**src/rtl/rwm_pkg.sv**
```systemverilog
package rwm_pkg;
  localparam int NRAIL    = 4;
  localparam int TRK_RAIL = 1;
  localparam int PG_RAIL  = 3;

  function automatic int unsigned thr_ceil(int unsigned r, int unsigned num, int unsigned fbits);
    return (r * num + (32'd1 << fbits) - 32'd1) >> fbits;
  endfunction

  function automatic int unsigned thr_floor(int unsigned r, int unsigned num, int unsigned fbits);
    return (r * num) >> fbits;
  endfunction
endpackage

```
**src/rtl/rwm_persist.sv**
```systemverilog
module rwm_persist #(
  parameter int PERSIST = 3
) (
  input  logic clk,
  input  logic rst,
  input  logic clr,
  input  logic smp,
  input  logic set_cond,
  input  logic clr_cond,
  output logic flag
);
  localparam int CNT_W = $clog2(PERSIST) + 1;
  localparam logic [CNT_W-1:0] LAST = CNT_W'(PERSIST - 1);

  logic [CNT_W-1:0] cnt;
  logic             want;

  assign want = flag ? clr_cond : set_cond;

  always_ff @(posedge clk) begin
    if (rst || clr) begin
      flag <= 1'b0;
      cnt  <= '0;
    end else if (smp) begin
      if (want) begin
        if (cnt == LAST) begin
          flag <= ~flag;
          cnt  <= '0;
        end else begin
          cnt <= cnt + 1'b1;
        end
      end else begin
        cnt <= '0;
      end
    end
  end

  // counter never passes the persistence window
  p_cnt_bound_r4: assert property (@(posedge clk) disable iff (rst) cnt <= LAST);
  // a flag only moves on a sample, a clear or a reset
  p_flag_cause_r4: assert property (@(posedge clk) disable iff (rst)
    (flag != $past(flag)) |-> ($past(smp) || $past(clr) || $past(rst)));
endmodule

```
**src/rtl/rwm_rail.sv**
```systemverilog
module rwm_rail
  import rwm_pkg::*;
#(
  parameter int CODE_W    = 8,
  parameter int FRAC_BITS = 6,
  parameter int PERSIST   = 3,
  parameter int UV_N      = 48,
  parameter int OV_N      = 73,
  parameter int RISE_N    = 60,
  parameter int FALL_N    = 56,
  parameter bit HAS_OV    = 1'b1,
  parameter bit HAS_PG    = 1'b0
) (
  input  logic              clk,
  input  logic              rst,
  input  logic              en,
  input  logic              pg_gate,
  input  logic              smp,
  input  logic [CODE_W-1:0] fb,
  input  logic [CODE_W-1:0] ref_c,
  output logic              uv,
  output logic              ov,
  output logic              pg_lvl
);
  localparam int THR_W = CODE_W + 2;

  logic [THR_W-1:0] fb_x;
  logic [THR_W-1:0] uv_thr;
  logic             uv_low;

  assign fb_x   = {2'b00, fb};
  assign uv_thr = THR_W'(thr_ceil(32'(ref_c), UV_N, FRAC_BITS));
  assign uv_low = fb_x < uv_thr;

  rwm_persist #(.PERSIST(PERSIST)) u_uv (
    .clk(clk), .rst(rst), .clr(~en), .smp(smp & en),
    .set_cond(uv_low), .clr_cond(~uv_low), .flag(uv)
  );

  generate
    if (HAS_OV) begin : g_ov
      logic [THR_W-1:0] ov_thr;
      logic             ov_high;
      assign ov_thr  = THR_W'(thr_floor(32'(ref_c), OV_N, FRAC_BITS));
      assign ov_high = fb_x > ov_thr;
      rwm_persist #(.PERSIST(PERSIST)) u_ov (
        .clk(clk), .rst(rst), .clr(~en), .smp(smp & en),
        .set_cond(ov_high), .clr_cond(~ov_high), .flag(ov)
      );
      // a rail is never both under and over its window
      p_uv_ov_excl_r3: assert property (@(posedge clk) disable iff (rst) !(uv && ov));
    end else begin : g_no_ov
      assign ov = 1'b0;
    end

    if (HAS_PG) begin : g_pg
      logic [THR_W-1:0] rise_thr;
      logic [THR_W-1:0] fall_thr;
      assign rise_thr = THR_W'(thr_ceil(32'(ref_c), RISE_N, FRAC_BITS));
      assign fall_thr = THR_W'(thr_ceil(32'(ref_c), FALL_N, FRAC_BITS));
      rwm_persist #(.PERSIST(PERSIST)) u_pg (
        .clk(clk), .rst(rst), .clr(~(en & pg_gate)), .smp(smp & en & pg_gate),
        .set_cond(fb_x >= rise_thr), .clr_cond(fb_x < fall_thr), .flag(pg_lvl)
      );
    end else begin : g_no_pg
      assign pg_lvl = pg_gate & 1'b0;
    end
  endgenerate
endmodule

```
**src/rtl/rail_window_mon.sv**
```systemverilog
module rail_window_mon
  import rwm_pkg::*;
#(
  parameter int CODE_W    = 8,
  parameter int FRAC_BITS = 6,
  parameter int PERSIST   = 3,
  parameter int UV_N      = 48,
  parameter int UV_TRK_N  = 55,
  parameter int OV_N      = 73,
  parameter int RISE_N    = 60,
  parameter int FALL_N    = 56
) (
  input  logic                     clk,
  input  logic                     rst,
  input  logic [NRAIL*CODE_W-1:0]  fb_code,
  input  logic [NRAIL-1:0]         fb_valid,
  input  logic [NRAIL*CODE_W-1:0]  ref_code,
  input  logic [NRAIL-1:0]         mon_en,
  input  logic                     sys_on,
  input  logic                     pg_eval_en,
  output logic [NRAIL-1:0]         uv_flag,
  output logic [NRAIL-1:0]         ov_flag,
  output logic                     pg_pull_dn
);
  logic             pg_gate;
  logic [NRAIL-1:0] pg_lvl_v;

  assign pg_gate = sys_on & pg_eval_en;

  generate
    for (genvar g = 0; g < NRAIL; g++) begin : g_rail
      rwm_rail #(
        .CODE_W(CODE_W), .FRAC_BITS(FRAC_BITS), .PERSIST(PERSIST),
        .UV_N((g == TRK_RAIL) ? UV_TRK_N : UV_N), .OV_N(OV_N),
        .RISE_N(RISE_N), .FALL_N(FALL_N),
        .HAS_OV(g < 2), .HAS_PG(g == PG_RAIL)
      ) u_rail (
        .clk(clk), .rst(rst), .en(mon_en[g]), .pg_gate(pg_gate),
        .smp(fb_valid[g]),
        .fb(fb_code[g*CODE_W +: CODE_W]),
        .ref_c(ref_code[g*CODE_W +: CODE_W]),
        .uv(uv_flag[g]), .ov(ov_flag[g]), .pg_lvl(pg_lvl_v[g])
      );
      // a disabled rail reports no fault
      p_off_rail_quiet_r5: assert property (@(posedge clk) disable iff (rst)
        !mon_en[g] |=> (!uv_flag[g] && !ov_flag[g]));
    end
  endgenerate

  always_ff @(posedge clk) begin
    if (rst) pg_pull_dn <= 1'b1;
    else     pg_pull_dn <= ~((|pg_lvl_v) & pg_gate & mon_en[PG_RAIL]);
  end

  // power-good is forced low outside the permitted states
  p_pg_gate_r7: assert property (@(posedge clk) disable iff (rst)
    (!sys_on || !pg_eval_en || !mon_en[PG_RAIL]) |=> pg_pull_dn);
endmodule

```
**config.mk**
```make
export PLATFORM = sky130hd
export DESIGN_NAME = rail_window_mon
export DESIGN_NICKNAME = d
export VERILOG_FILES = /design/src/rtl/rwm_pkg.sv /design/src/rtl/rwm_persist.sv /design/src/rtl/rwm_rail.sv /design/src/rtl/rail_window_mon.sv
export SDC_FILE = /design/constraint.sdc
export NUM_CORES = 1
export LEC_CHECK = 0
export BUFFER_PORTS_ARGS = -buffer_cell sky130_fd_sc_hd__buf_2
export CORE_AREA = 2 2 131 260
export CTS_BUF_LIST = sky130_fd_sc_hd__clkbuf_2
export DETAILED_ROUTE_END_ITERATION = 10
export DIE_AREA = 0 0 133 262
export GPL_ROUTABILITY_DRIVEN = 0
export GPL_TIMING_DRIVEN = 0
export SLEW_MARGIN = 20
export SYNTH_ARGS = -nofsm -noshare
export SYNTH_HDL_FRONTEND = slang
export SYNTH_SLANG_ARGS = --single-unit
export TNS_END_PERCENT = 50
```
**constraint.sdc**
```tcl
create_clock -name clk -period 4.4 [get_ports clk]
set_input_delay 0 -clock clk [delete_from_list [all_inputs] [get_ports clk]]
set_output_delay 0 -clock clk [all_outputs]
set_load 0.02 [all_outputs]
```
==> results of run 1 <==
[synthesized netlist by cell type (19+ instances only)]
library cell and number:
xnor2_1 66, a21o_1 25, nor2b_1 19, inv_1 98
dfxtp_1 29, a21oi_1 80, nor3_1 29, ha_1 205
xor2_1 43, o21ai_0 48, nand2b_1 25, nor2_1 73
fa_1 36, nand2_1 70, nand3_1 33
[logic make-up (layout without fill, tap and decap cells)]
kind of cell	Yosys count	count (layout)	share of synthesized area (%)
DFF	29	29	6.16
buffers and inverters	118	247	5.15
xor gates and xnor gates	113	113	11.0
muxes	14	14	1.53
AOI/OAI and AO/OA	291	291	21.5
adders and majority gates	241	241	34.9
other	1	3	0.0398
and+or+nand+nor	348	348	19.8
[per-layer routing]
layer / wire length (microns) / vias to the layer above / global-route usage (%)
met4: 886 / 0 / 5.50
li1: - / 4440 / -
met2: 15200 / 146 / 32.0
met5: 0 / - / 0
met3: 452 / 49 / 0.945
met1: 8530 / 4218 / 13.0
[area by class of cell]
| class | instances | area, sq um | share of cell area (%) |
|---|---|---|---|
| tap | 432 | 541 | 4.74 |
| clock buffer | 6 | 30.0 | 0.263 |
| timing repair buffer | 121 | 800 | 7.01 |
| antenna | 1 | 2.50 | 0.0219 |
| multi-input combinational | 1009 | 8930 | 78.3 |
| sequential | 29 | 581 | 5.09 |
| buffer | 19 | 114 | 0.998 |
| clock inverter | 2 | 33.8 | 0.296 |
| inverter | 99 | 379 | 3.32 |
[flip-flops by register name, summed over array words and instances, names as in the netlist]
signal and flops:
g_rail.u_rail.u_uv.cnt 12, g_rail.u_rail.u_uv.flag 4, g_rail.u_rail.g_ov.u_ov.flag 2, g_rail.u_rail.g_pg.u_pg.flag 1, g_rail.u_rail.g_pg.u_pg.cnt 3, pg_pull_dn 1
g_rail.u_rail.g_ov.u_ov.cnt 6
[metrics by stage]
stage / instances / hold slack (ns) / total power, W / setup slack (ns)
finish: 1718 / 0.0580 / 0.00433 / -0.0108
global route: 1718 / 0.0595 / 0.00482 / -0.177
CTS: 1696 / 0.0241 / 0.00396 / -0.00535
detailed placement: 1670 / 0.294 / 0.00343 / -0.835
global placement: 1670 / 0.285 / 0.00335 / -0.794
floorplan: 1156 / 0.117 / 0.00275 / -0.0463
[path summary, 6_finish.rpt]
| path | endpoint | slack [ns] | startpoint |
|---|---|---|---|
| max | g_rail[1].u_rail.u_uv.cnt[1] | -0.01 | ref_code[11] |
| max reg2reg | g_rail[3].u_rail.g_pg.u_pg.cnt[1] | 2.96 | g_rail[3].u_rail.g_pg.u_pg.flag |
| min reg2reg | pg_pull_dn | 0.50 | g_rail[3].u_rail.g_pg.u_pg.flag |
| min | g_rail[0].u_rail.u_uv.cnt[1] | 0.06 | mon_en[0] |
[power by group]
part,internal (W),switching [W],total [W],leakage (nW)
clock,0.0000971,0.000109,0.000206,0.0406
sequential,0.000266,0.00000378,0.000270,0.234
combinational,0.00179,0.00206,0.00386,4.76
total,0.00216,0.00218,0.00433,5.03
[critical path, delay by kind of cell]
kind / cells / cell delay (ns)
compound gates: 5 / 0.72
fa+ha+maj: 6 / 2.32
simple gates: 3 / 0.76
xor+xnor: 4 / 0.68
buf+inv: 2 / 0.21
[repair_timing]
| item | in CTS | in global routing |
|---|---|---|
| buffers inserted | 10 | 21 |
| hold endpoints to repair | 10 | 0 |
| resized for setup | 41 | 68 |
| hold buffers | 8 | 0 |
| pin swaps | 17 | 38 |
| endpoints found under the setup margin | 6 | 11 |
==> metrics.md, run 1 <==
| Metric | Value |
|---|---|
| TritonCTS sink count | 29 |
| Outcome | finished with violations |
| Fillers | 3433 |
| Final core utilization | roughly a third |
| Ys Warns | 0 |
| Worst setup margin | -0.0108 ns |
| Largest net degree at the start of global routing | 11 |
| Cells along the critical path | buf_4 > fa_1 > ha_4 > fa_2 > ha_1 > fa_2 > a21o_1 > a21oi_2 > xnor2_2 > nor3_4 > inv_2 > or3_4 > xnor2_2 > xnor2_2 > ha_4 > nand3_1 > o21ai_2 > o21ai_2 > xnor2_2 > a211oi_2 |
| CP Max Fanout | 7 |
| DR iter-0 viols | approximately 200 |
| Mapped Avg Cell Area | between 8 and 9 sq um |
| CP max-delay cell | fa_1 |
| Static Leakage | between 5 and 6 nW |
| Die W | between 100 and 150 microns |
| DRC viols | 0 |
| Min Tclk post-route | 4.41 ns |
| RSZ-0062 raised after global routing | yes |
| Area delta synth->final | 21.1% |
| Layout net count | between 1500 and 2000 |
| Skew final | between 0.02 and 0.03 ns |
| Setup TNS | -0.0181 ns |
| Synth Cell Area | around 9400 sq um |
| Worst Max-Slew Pin Slew | approximately 0.8 ns |
| DRT Pass-1 Iters | 4 |
| Crit. End Element | register |
| Share of cells above drive strength 1 | 20.2% |
| ANT nets after route | 0 |
| Area of the core | about 33000 sq um |
| Failing checks | setup timing |
| Post-synth top area cell | ha_1 |
| Most common cell after layout, fill and taps aside | ha_1 |
| Slew Limit Fails | 0 |
| Yosys reg bits | 29 |
| CP required | 4.69 ns |
| Max cap viols | 0 |
| Post-synth EDFFs | 0 |
| Die ar. | roughly 35000 sq um |
| First-pass GRT wire length | 41600 microns |
| Post-synth ARST share | 0% |
| Post-DR wirelength/cell | 14.6 microns |
| Initial Util | around 29% |
| Sequential share of the synthesized area | 6.16% |
| Hold path depth | 3 |
| Clk Latency, worst-skew pair | around 0.38 ns |
| FP Rows | 94 |
| H-tree Lvls | 2 |
| Max VDD drop | approximately 370 uV |
| Max incr delay on CP | approximately 0.6 ns |
| Cell Area, Placed | roughly 11000 sq um |
| Final worst-path cycle share | 100% |
| Largest cells by area after synthesis | ha_1 27%, fa_1 7.7%, dfxtp_1 6.2% |
| Synth top area share | 27.2% |
| Rel. slew slack | 46.9% |
| Critical Path AT | 4.70 ns |
| Cell mode on critical path | xnor2_2 |
| CTS tree | yes |
| Tot GR Track Use | between 10% and 20% |
| Drt total wl | roughly 25000 microns |
| Worst R2R Path Depth | 6 |
| # setup viols final | 2 |
| Hold WC Path Type | primary input to register |
| Via/cell ratio | roughly 5 |
| Primary FF master, synth | dfxtp_1 |
| Distinct cell type count after synthesis | 99 |
| Power per Cell Area | approximately 380 nW/um^2 |
| Crit path launch type | primary input |
| Vias in the first global route | about 9000 |
| CP Class | primary input to register |
| Most frequent cells in the layout | 189 x ha_1, 92 x inv_1, 73 x buf_2 |
| CTS Root Cell | clkbuf_2 |
| Chip height | 262 microns |
| Antenna violations before repair | 1 |
| Cts bufs inserted | 5 |
| Hpwl dp | approximately 21000 microns |
| Fmax | 0.227 GHz |
| Design area | 11400 sq um |
| Final hold vios | 0 |
| I/O Buffers | just over 80 |
| Vias | between 8000 and 9000 |
| CTS Buffer Depth | 2 |
| Worst-path clk slew | 0.19 ns |
| IO Pins | 85 |
| Post-Syn Instances | ~1200 |
| Congestion Overflow GR | 0 |
(Power assumes the default switching activity.)
==> inputs of run 2 (changes only) <==
--- a/config.mk
+++ b/config.mk
@@ -6,10 +6,10 @@
 export NUM_CORES = 1
 export LEC_CHECK = 0
 export BUFFER_PORTS_ARGS = -buffer_cell sky130_fd_sc_hd__buf_2
-export CORE_AREA = 2 2 131 260
+export CORE_AREA = 2 2 184 186
 export CTS_BUF_LIST = sky130_fd_sc_hd__clkbuf_2
 export DETAILED_ROUTE_END_ITERATION = 10
-export DIE_AREA = 0 0 133 262
+export DIE_AREA = 0 0 186 188
 export GPL_ROUTABILITY_DRIVEN = 0
 export GPL_TIMING_DRIVEN = 0
 export SLEW_MARGIN = 20
==> metrics.md, run 2 (synthesized netlist as in run 1, its figures left out) <==
| Metric | Value |
|---|---|
| FP Rows | 67 (-29%) |
| Final hold vios | 0 (unchanged) |
| Largest register FFs | 12 (unchanged) |
| Rel. slew slack | 36.4% (-10 points) |
| Min Tclk post-route | 4.42 ns (+0.00784 ns) |
| Die ar. | 35000 sq um (+0.35%) |
| Skew final | 0.0108 ns (-0.0179 ns) |
| Most flops, register | g_rail.u_rail.u_uv.cnt |
| Via/cell ratio | 4.95 (-3.9%) |
| Worst setup margin | -0.0187 ns (-0.00784 ns) |
| CP Class | primary input to register |
| Layout net count | 1596 (-0.31%) |
| Total power | 0.00425 W (-2.0%) |
| Die W | 186 microns (+40%) |
| IO Pins | 85 (unchanged) |
| Cts bufs inserted | 5 (unchanged) |
| DRC viols | 0 (unchanged) |
| Critical Path AT | 4.75 ns (+0.05 ns) |
| Vias in the first global route | 8244 (-10%) |
| Most common cell after layout, fill and taps aside | ha_1 |
| First-pass GRT wire length | 37200 microns (-11%) |
| Clk Latency, worst-skew pair | 0.39 ns (about the same) |
| Hold WS | 0.0411 ns (-0.0169 ns) |
| # setup viols final | 1 (-1) |
| DRT Pass-1 Iters | 7 (+3) |
| Initial Util | 28.4% (-0.26 points) |
| Worst-path clk slew | 0.17 ns (-0.02 ns) |
| Vias | 8558 (-3.3%) |
| Hpwl dp | 18300 microns (-14%) |
| Worst Setup EP | g_rail[1].u_rail.u_uv.cnt[1] |
| Placed Cells incl. Taps | 1686 (+0.96%) |
| CP Max Fanout | 7 (unchanged) |
| Worst R2R Path Depth | 4 (-2) |
| Origin of the worst setup path | ref_code[11] |
| Final Non-Filler Cells | 1729 (+0.64%) |
| TritonCTS sink count | 29 (unchanged) |
| Reg2reg start | g_rail[0].u_rail.g_ov.u_ov.flag |
| Antenna violations before repair | 1 (unchanged) |
| RSZ-0062 raised after global routing | yes |
| FF-to-FF End | g_rail[0].u_rail.g_ov.u_ov.cnt[0] |
| H-tree Lvls | 2 (unchanged) |
| Congestion Overflow GR | 0 (unchanged) |
| I/O Buffers | 82 (unchanged) |
| Reg-to-reg setup timing slack | 2.67 ns (-0.29 ns) |
| DR iter-0 viols | 315 (+54%) |
| Area of the core | 33100 sq um (+0.91%) |
| Design area | 11400 sq um (about the same) |
| Static Leakage | 5.03 nW (-0.15%) |
| Share of cells above drive strength 1 | 19.4% (-0.78 points) |
| Worst Max-Slew Pin Slew | 0.939 ns (+0.154 ns) |
| Fmax | 0.226 GHz (-0.18%) |
| CP required | 4.74 ns (+0.05 ns) |
| Power per Cell Area | 372 nW/um^2 (-1.9%) |
| Hold WC Path Type | primary input to register |
| Fillers | 3454 (+0.61%) |
| Max cap viols | 0 (unchanged) |
| CTS tree | yes |
| CTS Root Cell | clkbuf_2 |
| Crit. End Element | register |
| Area delta synth->final | 21.1% (about the same) |
| Outcome | finished with violations |
| Place WS | -0.894 ns (-0.0595 ns) |
| Crit path launch type | primary input |
| Drt total wl | 22300 microns (-11%) |
| Cell Area, Placed | 10500 sq um (+0.19%) |
| Slew Limit Fails | 0 (unchanged) |
| Final worst-path cycle share | 100% (+0.18 points) |
| CTS Buffer Depth | 2 (unchanged) |
| Largest net degree at the start of global routing | 11 (unchanged) |
| Biggest regs | g_rail.u_rail.u_uv.cnt (12), g_rail.u_rail.g_ov.u_ov.cnt (6), g_rail.u_rail.u_uv.flag (4) |
| Post-DR wirelength/cell | 12.9 microns (-12%) |
| Failing checks | setup timing |
| Most frequent cells in the layout | 189 x ha_1, 92 x inv_1, 73 x buf_2 |
| ANT nets after route | 0 (unchanged) |
| Chip height | 188 microns (-28%) |
| Tot GR Track Use | 12.6% (-1.8 points) |
| Max VDD drop | 177 uV (-52%) |
==> run 2: how the worst min path moves through the flow <==
| stage | end | startpoint | slack, ns | cells after the start |
|---|---|---|---|---|
| 6_report | g_rail[3].u_rail.u_uv.cnt[2] | rst | 0.04 | 3 |
| 5_1_grt | g_rail[1].u_rail.g_ov.u_ov.cnt[0] | mon_en[1] | 0.02 | 4 |
| 4_1_cts | g_rail[1].u_rail.g_ov.u_ov.cnt[0] | mon_en[1] | 0.003 | 4 |
| 3_5_place_dp | g_rail[2].u_rail.u_uv.cnt[0] | fb_valid[2] | 0.29 | 2 |
| 3_3_place_gp | g_rail[2].u_rail.u_uv.cnt[0] | fb_valid[2] | 0.28 | 2 |
| 2_1_floorplan | g_rail[2].u_rail.u_uv.cnt[0] | fb_valid[2] | 0.12 | 1 |
==> run 2: power breakdown <==
| group | total (W) | leakage (nW) | switching (W) | internal (W) |
|---|---|---|---|---|
| registers | 0.000270 | 0.234 | 0.00000377 | 0.000266 |
| clock network | 0.000202 | 0.0406 | 0.000105 | 0.0000969 |
| logic | 0.00378 | 4.75 | 0.00204 | 0.00173 |
| total | 0.00425 | 5.03 | 0.00215 | 0.00209 |
==> run 2: repair_timing <==
action                     4_1_cts  5_1_grt
gates cloned                     0        0
pin swaps                       23       37
setup endpoints to repair        6       10
resized for setup               44       67
hold buffers                    12        0
hold endpoints to repair        13        0
buffers inserted                 9       13
==> run 2: metrics by stage <==
stage	TNS [ns]	utilization (%)
global placement	-4.94	31.8
finish	-0.0187	34.4
global route	-0.904	34.4
detailed placement	-5.26	31.8
CTS	-0.00834	33.2
floorplan	-0.165	-
==> run 2: layout make-up <==
cell class / count / area (sq um) / share of cell area, %
Sequential cell: 29 / 581 / 5.09
Timing Repair Buffer: 116 / 773 / 6.78
Buffer: 19 / 114 / 0.998
Clock inverter: 2 / 33.8 / 0.296
Tap cell: 448 / 561 / 4.92
Antenna cell: 1 / 2.50 / 0.0219
Multi-Input combinational cell: 1009 / 8930 / 78.3
Inverter: 99 / 382 / 3.35
Clock buffer: 6 / 30.0 / 0.263
==> run 2: routing by layer <==
metal,vias up,track usage (%),routed length [microns]
met3,14,0.757,599
met4,0,2.06,207
met5,-,0,0
met1,3980,16.5,10900
met2,115,22.7,10600
li1,4449,-,-
==> run 2: worst max-delay path, cell delays in order <==
cell and delay, ns:
buf_6 0.12, fa_1 0.48, ha_1 0.32, fa_1 0.43, fa_1 0.59, ha_4 0.24, a211oi_4 0.26, o21bai_2 0.11
a21oi_2 0.20, mux2_4 0.33, a22oi_2 0.14, buf_4 0.17, nor3_4 0.05, xnor2_2 0.16, ha_1 0.32, a21o_1 0.18
a21oi_2 0.13, o21ai_2 0.08, o21ai_2 0.10, xnor2_2 0.12, a211oi_1 0.22
==> inputs of run 3 (changes only) <==
--- a/config.mk
+++ b/config.mk
@@ -5,6 +5,7 @@
 export SDC_FILE = /design/constraint.sdc
 export NUM_CORES = 1
 export LEC_CHECK = 0
+export ABC_AREA = 1
 export BUFFER_PORTS_ARGS = -buffer_cell sky130_fd_sc_hd__buf_2
 export CORE_AREA = 2 2 184 186
 export CTS_BUF_LIST = sky130_fd_sc_hd__clkbuf_2
==> metrics.md, run 3 <==
| Metric | Value |
|---|---|
| Final worst-path cycle share | 95.9% (-4.5 points) |
| Mapped Avg Cell Area | 6.58 sq um (-19%) |
| Min Tclk post-route | 4.22 ns (-0.197 ns) |
| CP Class | primary input to register |
| DR iter-0 viols | 262 (-17%) |
| Crit. End Element | register |
| Total power | 0.00343 W (-19%) |
| Die ar. | 35000 sq um (unchanged) |
| Post-synth ARST share | 0% (unchanged) |
| Cts bufs inserted | 5 (unchanged) |
| Synth Cell Area | 9400 sq um (-0.20%) |
| Static Leakage | 5.75 nW (+14%) |
| ANT nets after route | 0 (unchanged) |
| Post-synth top area cell | ha_1 |
| Area delta synth->final | 15.9% |
| Largest cells by area after synthesis | ha_1 27%, nand2_1 14%, inv_1 8.9% |
| Congestion Overflow GR | 0 (unchanged) |
| Final hold vios | 0 (unchanged) |
| Vias in the first global route | 8589 (+4.2%) |
| Slew Limit Fails | 0 (unchanged) |
| Clk Latency, worst-skew pair | 0.41 ns (+0.02 ns) |
| Most frequent cells in the layout | 349 x nand2_1, 218 x inv_1, 198 x ha_1 |
| CTS Root Cell | clkbuf_2 |
| Crit path launch type | primary input |
| Share of cells above drive strength 1 | 11.8% (-7.6 points) |
| Die W | 186 microns (unchanged) |
| Design area | 10900 sq um (-4.4%) |
| Skew final | 0.0229 ns (+0.0120 ns) |
| Antenna violations before repair | 0 (-1) |
| Most frequent cells after synthesis | 352 x nand2_1, 223 x inv_1, 205 x ha_1 |
| DRT Pass-1 Iters | 5 (-2) |
| CP Max Fanout | 6 (-1) |
| Worst-path clk slew | 0.19 ns (+0.02 ns) |
| Post-synth EDFFs | 0 (unchanged) |
| DRC viols | 0 (unchanged) |
| FP Rows | 67 (unchanged) |
| CTS tree | yes |
| I/O Buffers | 82 (unchanged) |
| Worst Hold Launch | rst |
| Power per Cell Area | 315 nW/um^2 (-15%) |
| Drt total wl | 22200 microns (-0.31%) |
| Post-DR wirelength/cell | 11.2 microns (-13%) |
| Critical Path AT | 4.58 ns (-0.17 ns) |
| Worst setup margin | 0.179 ns (+0.197 ns) |
| RSZ-0062 raised after global routing | yes |
| Origin of the worst setup path | ref_code[13] |
| Post-Syn Instances | 1429 (+24%) |
| Reg2reg start | g_rail[1].u_rail.g_ov.u_ov.flag |
| H-tree Lvls | 2 (unchanged) |
| CP required | 4.76 ns (+0.02 ns) |
| Largest net degree at the start of global routing | 11 (unchanged) |
| CTS Buffer Depth | 2 (unchanged) |
| # setup viols final | 0 (-1) |
| Synth top area share | 27.3% (+0.054 points) |
| Tot GR Track Use | 12.9% (+0.33 points) |
| Cell Area, Placed | 10400 sq um (-1.2%) |
| Hpwl dp | 19200 microns (+5.2%) |
| Via/cell ratio | 4.57 (-7.7%) |
| Count leader, synth | nand2_1 |
| Hold WS | 0.0820 ns (+0.0409 ns) |
| Layout net count | 1858 (+16%) |
| Vias | 9098 (+6.3%) |
| Final core utilization | 32.9% (-1.5 points) |
| Primary FF master, synth | dfxtp_1 |
| Hold WC Path Type | primary input to register |
| Rel. slew slack | 61.6% (+25 points) |
| Fmax | 0.237 GHz (+4.7%) |
| Outcome | complete, no violations |
| First-pass GRT wire length | 37900 microns (+1.8%) |
| Area of the core | 33100 sq um (unchanged) |
| Worst Max-Slew Pin Slew | 0.568 ns (-0.371 ns) |
| Max cap viols | 0 (unchanged) |
| Chip height | 188 microns (unchanged) |
| Biggest regs | g_rail.u_rail.u_uv.cnt (12), g_rail.u_rail.g_ov.u_ov.cnt (6), g_rail.u_rail.u_uv.flag (4) |
| IO Pins | 85 (unchanged) |
| Largest register FFs | 12 (unchanged) |
| Max VDD drop | 200 uV (+13%) |
| Sequential share of the synthesized area | 6.18% (+0.012 points) |
| Place WS | -0.654 ns (+0.240 ns) |
| Distinct cell type count after synthesis | 45 (-55%) |
| Yosys reg bits | 29 (unchanged) |
| Ys Warns | 0 (unchanged) |
| Most flops, register | g_rail.u_rail.u_uv.cnt |
| Fillers | 3593 (+4.0%) |
| TritonCTS sink count | 29 (unchanged) |
| Most common cell after layout, fill and taps aside | nand2_1 |
| Initial Util | 28.4% (-0.057 points) |
-- run 3: cell families after synthesis --
kind of cell    Yosys count  synth area share (%)
compound gates          183                  10.9
xor+xnor                 73                  7.04
fa+ha+maj               241                  34.9
buf+inv                 239                  9.86
flops                    29                  6.18
other cells               1                0.0399
simple gates            663                  31.0
-- run 3: per-stage QoR --
step | TNS (ns) | std cells
finish | 0 | 1991
global route | -0.0675 | 1990
CTS | 0 | 1986
detailed placement | -3.14 | 1960
global placement | -3.00 | 1960
floorplan | 0 | 1430
-- run 3: power by group --
group          switching [W]  leakage (nW)  internal (W)
sequential        0.00000325         0.234      0.000266
clock               0.000111        0.0287     0.0000369
combinational        0.00179          5.49       0.00123
total                0.00190          5.75       0.00153
-- run 3: worst max-delay path, stage by stage --
cell	delay, ns
buf_12	0.12
ha_4	0.26
inv_4	0.04
fa_1	0.52
inv_2	0.04
fa_1	0.48
fa_1	0.60
ha_4	0.23
buf_4	0.14
xor2_1	0.20
nor2_2	0.18
nand3_2	0.11
nand3b_1	0.21
xor2_1	0.19
ha_1	0.33
nand2_1	0.06
nor2_1	0.11
a211oi_2	0.04
o21ai_1	0.09
nand3_1	0.10
nand2_1	0.06
nand2_1	0.06
inv_2	0.08
nand2_4	0.06
nand2_4	0.07
nand4_1	0.08
a21oi_1	0.14
-- run 3: timing repair --
item / in CTS / in global routing
pin swaps: 2 / 19
setup endpoints to repair: 4 / 9
buffers inserted: 1 / 4
resized for setup: 7 / 57
hold buffers: 17 / 0
endpoints found under the hold margin: 24 / 0
-- run 3: area by class of cell --
type,count,area (sq um),share of cell area [%]
clock inverter,3,17.5,0.161
timing repair buffer,104,677,6.21
antenna,1,2.50,0.0230
inverter,231,877,8.05
buffer,8,60.1,0.551
sequential,29,581,5.33
clock buffer,5,25.0,0.230
multi-input combinational,1162,8100,74.3
tap,448,561,5.14
-- run 3: final timing paths --
| path | end | slack (ns) | cells after the start |
|---|---|---|---|
| hold / removal | g_rail[2].u_rail.u_uv.cnt[0] | 0.08 | 4 |
| hold reg to reg | pg_pull_dn | 0.45 | 1 |
| setup / recovery | g_rail[1].u_rail.u_uv.cnt[1] | 0.18 | 27 |
| setup reg to reg | g_rail[1].u_rail.g_ov.u_ov.cnt[2] | 2.88 | 5 |
-- run 3: per-layer routing --
| layer | wire, microns | vias to the layer above | share of wire (%) | global-route usage (%) |
|---|---|---|---|---|
| met5 | 0 | - | 0 | 0 |
| met4 | 234 | 0 | 1.1 | 1.97 |
| met3 | 613 | 19 | 2.8 | 1.40 |
| met2 | 10600 | 126 | 48 | 23.2 |
| met1 | 10800 | 4032 | 49 | 16.7 |
| li1 | - | 4921 | - | - |
